$ cat src/rtl/adc_serial_port.sv
module adc_serial_port #(
  parameter int WIDTH       = 20,
  parameter int CONV_CYCLES = 40
) (
  input  logic             clk,
  input  logic             rst_n,
  input  logic             cnv_i,
  input  logic [WIDTH-1:0] result_i,
  input  logic             chain_mode_i,
  input  logic             share_i,
  input  logic             sclk_i,
  output logic             busy_o,
  output logic             sdo_o,
  output logic             sdo_oe_o
);
  localparam int CW = $clog2(CONV_CYCLES + 1);

  logic [2:0]       cnv_q, sclk_q;
  logic [1:0]       share_q;
  logic [CW-1:0]    cnt;
  logic [WIDTH-1:0] shreg;
  logic             cnv_rise, sclk_rise, load, in_bit;

  always_ff @(posedge clk or negedge rst_n)
    if (!rst_n) begin
      cnv_q   <= '0;
      sclk_q  <= '0;
      share_q <= '0;
    end else begin
      cnv_q   <= {cnv_q[1:0], cnv_i};
      sclk_q  <= {sclk_q[1:0], sclk_i};
      share_q <= {share_q[0], share_i};
    end

  assign cnv_rise  = cnv_q[1] & ~cnv_q[2];
  assign sclk_rise = sclk_q[1] & ~sclk_q[2];
  assign load      = busy_o && (cnt == '0);
  assign in_bit    = chain_mode_i & share_q[1];

  always_ff @(posedge clk or negedge rst_n)
    if (!rst_n) begin
      busy_o <= 1'b0;
      cnt    <= '0;
    end else if (!busy_o && cnv_rise) begin
      busy_o <= 1'b1;
      cnt    <= CW'(CONV_CYCLES - 1);
    end else if (load) begin
      busy_o <= 1'b0;
    end else if (busy_o) begin
      cnt    <= cnt - 1'b1;
    end

  always_ff @(posedge clk or negedge rst_n)
    if (!rst_n)         shreg <= '0;
    else if (load)      shreg <= result_i;
    else if (sclk_rise) shreg <= {shreg[WIDTH-2:0], in_bit};

  assign sdo_o    = shreg[WIDTH-1];
  assign sdo_oe_o = chain_mode_i | share_q[1];

  assert_busy_start_R2: assert property (@(posedge clk) disable iff (!rst_n)
    $rose(busy_o) |-> $past(cnv_rise));

  assert_load_result_R4: assert property (@(posedge clk) disable iff (!rst_n)
    $fell(busy_o) |-> shreg == $past(result_i));

  assert_shift_msb_R5: assert property (@(posedge clk) disable iff (!rst_n)
    (sclk_rise && !load) |=> sdo_o == $past(shreg[WIDTH-2]));

  assert_ignore_retrigger_R6: assert property (@(posedge clk) disable iff (!rst_n)
    (busy_o && cnv_rise && cnt != '0) |=> (busy_o && cnt == $past(cnt) - 1'b1));

  assert_chain_in_R8: assert property (@(posedge clk) disable iff (!rst_n)
    (sclk_rise && !load && chain_mode_i) |=> shreg[0] == $past(share_q[1]));
endmodule

$ cat config.mk
export PLATFORM = sky130hd
export DESIGN_NAME = adc_serial_port
export DESIGN_NICKNAME = d
export VERILOG_FILES = /design/src/rtl/adc_serial_port.sv
export SDC_FILE = /design/constraint.sdc
export NUM_CORES = 1
export LEC_CHECK = 0
export BUFFER_PORTS_ARGS = -buffer_cell sky130_fd_sc_hd__buf_2
export CORE_MARGIN = 4
export CORE_UTILIZATION = 45
export DETAILED_ROUTE_END_ITERATION = 10
export PLACE_DENSITY = 0.7
export SLEW_MARGIN = 20
export SYNTH_ARGS = -nofsm -noshare
export SYNTH_HDL_FRONTEND = slang
export SYNTH_SLANG_ARGS = --single-unit
$ cat constraint.sdc
create_clock -name clk -period 3.52 [get_ports clk]
set_input_delay 0.176 -clock clk [delete_from_list [all_inputs] [get_ports clk]]
set_output_delay 0.176 -clock clk [all_outputs]
set_load 0.02 [all_outputs]
==> results by group <==
GRT
  – First-pass GRT wire length: 5.078 mm
  – GRT Total Usage: 14.81%
  – Grt ovf: 0
  – Initial antenna violation count: 0
  – Vias in the first global route: 1154
  – Largest net degree at the start of global routing: 36

Power and ir drop
  – Pwr Density: 803.0 nW/um^2
  – Power Internal: 0.0009899 W
  – Sw Share: 35.52%
  – VDD IR-drop max: 0.0003993 V
  – Leakage: 0.8155 nW
  – Clock power share: 20.3%
  – Sequential share of power: 46.1%
  – Fraction of power consumed by combinational cells: 33.6%
  – NetSw: 0.0005453 W

Finish
  – Ant. Diodes: 0
  – Ratio of cells with drive above 1 in the final layout: 27.06%
  – Final core area utilization: 55.54%
  – Final Cell Area: 1912 um^2
  – Final nets: 197
  – Most frequent cells in the layout: 35 x dfrtp_1, 28 x buf_2, 19 x a21oi_1
  – Area Overhead vs Synth: 15.76%
  – Most common cell after layout, fill and taps aside: dfrtp_1

STA
  – Final worst slack: 1.479 ns
  – RSZ-0062 raised after global routing: false
  – TNS Setup: 0 ns
  – Clk_skew: 0.005342 ns
  – Max Clk Rate: 489.9 MHz
  – Final Critical Period: 2.041 ns
  – Final hold vios: 0
  – Setup violators final: 0
  – Worst slew pin tran: 0.7560 ns
  – Max-slew headroom: 49.60%
  – Final worst path period share: 57.99%
  – Final max-slew violation count: 0

Critical path
  – Crit Path Max Fanout: 20
  – Crit path DAT: 2.21 ns
  – Delay of the slowest critical-path stage: 0.43 ns
  – Worst setup EP type: register
  – Buffers and inverters on the worst path: 1
  – Crit path cell chain: inv_1, ha_1, nor2b_1, nand3_2, mux2_4
  – R2R setup slack: 1.48 ns
  – CP top delay family: simple AND/OR/NAND/NOR gates
  – Kind of critical path: register to register
  – CP required: 3.69 ns
  – Setup crit start kind: register
  – Slowest CP cell: dfrtp_1

Synthesis
  – Sequential-to-total area share from yosys stat: 53.03%
  – Number of synthesized flops with an enable pin: 0
  – Netlist Area Pre-Place: 1652 um^2
  – Synth Register Bits: 35
  – Avg Cell Area, Syn: 11.88 um^2
  – Post-synth top flop: dfrtp_1
  – Mapped Cells: 139
  – Ys async rst share: 100.0%
  – Synth warn: 0
  – Post-synthesis cell type count: 36
  – Syn Nets: 167

Clock tree
  – Hold-fix buffers at CTS: 4
  – H-Tree Depth: 2
  – CTS sink cnt: 35
  – Post-CTS Resized: 0
  – Max Root-Sink Buffers: 2
  – Post-CTS Setup Repair Bufs: 0
  – Root buffer cell: clkbuf_8
  – Clk slew on worst S/H paths: 0.07 ns
  – CTS tree: yes
  – Clock latency on the worst-skew pair: 0.28 ns
  – Number of buffers created by CTS: 5

Routing
  – Number of detailed-route iterations in the first pass: 4
  – DR WL/cell: 13.94 um
  – Antenna Violating Nets Remaining: 0
  – M1 wire length: 1.329 mm
  – Final wirelength: 3.012 mm
  – Via density: 5.407
  – DRC viols: 0
  – Max Used Layer: met4
  – Total vias in the final route: 1168
  – Met3 wire length: 153 um
  – Iteration-0 DRC Markers: 39
  – Routed wire length on met2: 1.472 mm

Run
  – Max-Cap Viols: 0

Status
  – Status: finished, final reports clean

Placed design
  – PortBufs: 28
  – Global placer's final weighted congestion: 0.8478
  – DP Worst Slack: 1.498 ns
  – DP HPWL: 2.092 mm
  – Placed inst area: 1772 um^2

Floorplanning
  – Core Box Area: 3442 um^2
  – Top Ports: 29
  – Die area: 4703 um^2
  – Starting Density: 47.98%
  – Die height: 68.58 um
  – FP Rows: 21
  – Die width: 68.58 um

Min path
  – HP Class: input port to register
## cells by family (layout without fill, tap and decap cells)
kind of cell	count (synthesis)	count (layout)	synth area share [%]
AND/OR/NAND/NOR	36	36	13.49
buffers and inverters	13	44	5.606
adder cells (fa/ha/maj)	2	2	1.515
multiplexers	22	22	13.86
AO/OA/AOI/OAI	31	31	12.50
flip-flops	35	35	53.03
## synthesized netlist by cell type, types with 2 or more instances
| master | number | share of area, % |
|---|---|---|
| a21oi_1 | 19 | 5.8 |
| o21ai_0 | 3 | 0.91 |
| dfrtp_1 | 35 | 53 |
| nor4_1 | 2 | 0.76 |
| nand2_1 | 2 | 0.45 |
| ha_1 | 2 | 1.5 |
| nor3_1 | 18 | 5.5 |
| buf_6 | 4 | 2.7 |
| nand3_1 | 2 | 0.61 |
| buf_4 | 2 | 0.91 |
| buf_2 | 2 | 0.61 |
| mux2i_1 | 18 | 11 |
| nor2b_1 | 2 | 0.76 |
| mux2_2 | 3 | 2.0 |
| inv_1 | 4 | 0.91 |
## final cells by class
class / count / area (um^2)
clock buffer: 8 / 100.1
multi-input combinational: 91 / 683.2
inverter: 4 / 15.01
tap: 46 / 57.56
fill: 310 / 1530
sequential: 35 / 875.8
timing repair buffer: 32 / 180.2
## worst register-to-register path, delay by kind of cell, from the launching register on
| family | cells | cell delay, ns |
|---|---|---|
| and+or+nand+nor | 2 | 0.70 |
| DFF | 1 | 0.43 |
| muxes | 1 | 0.43 |
| adders and majority gates | 1 | 0.21 |
| buffers and inverters | 1 | 0.15 |
## path summary, 6_finish.rpt
kind	start	to	depth (start not counted)
max reg2reg	cnt[0]	shreg[18]	5
min	result_i[19]	shreg[19]	2
max	cnt[0]	shreg[18]	5
max in group asynchronous	rst_n	sclk_q[0]	2
min reg2reg	sclk_q[0]	sclk_q[1]	0
min in group asynchronous	rst_n	shreg[13]	2
## state kept, by name (all words and copies together), names as in the netlist
name	flops
shreg	20
cnt	6
cnv_q	3
sclk_q	3
share_q	2
busy_o	1
## metal layers
| layer | vias to the layer above | GRT usage (%) |
|---|---|---|
| li1 | 570 | - |
| met1 | 564 | 16.68 |
| met2 | 29 | 25.98 |
| met3 | 5 | 3.890 |
| met4 | 0 | 6.700 |
| met5 | - | 0 |
## power by group through the flow
stage,Sequential (W),Clock [W],Combinational [W]
after floorplan,0.000681,0,0.000449
after global placement,0.000702,0,0.000496
after detailed placement,0.000715,0,0.000515
after CTS,0.000706,0.000324,0.000521
after global routing,0.000731,0.000341,0.000579
final,0.000708,0.000311,0.000516
## stage by stage
| step | hold WS [ns] | cells | total power [W] |
|---|---|---|---|
| floorplan | -0.1196 | 139 | 0.001130 |
| global placement | 0.2817 | 204 | 0.001199 |
| detailed placement | 0.2853 | 204 | 0.001230 |
| CTS | 0.1308 | 216 | 0.001551 |
| global route | 0.1367 | 216 | 0.001651 |
| finish | 0.1407 | 216 | 0.001535 |
(Power assumes the default switching activity.)
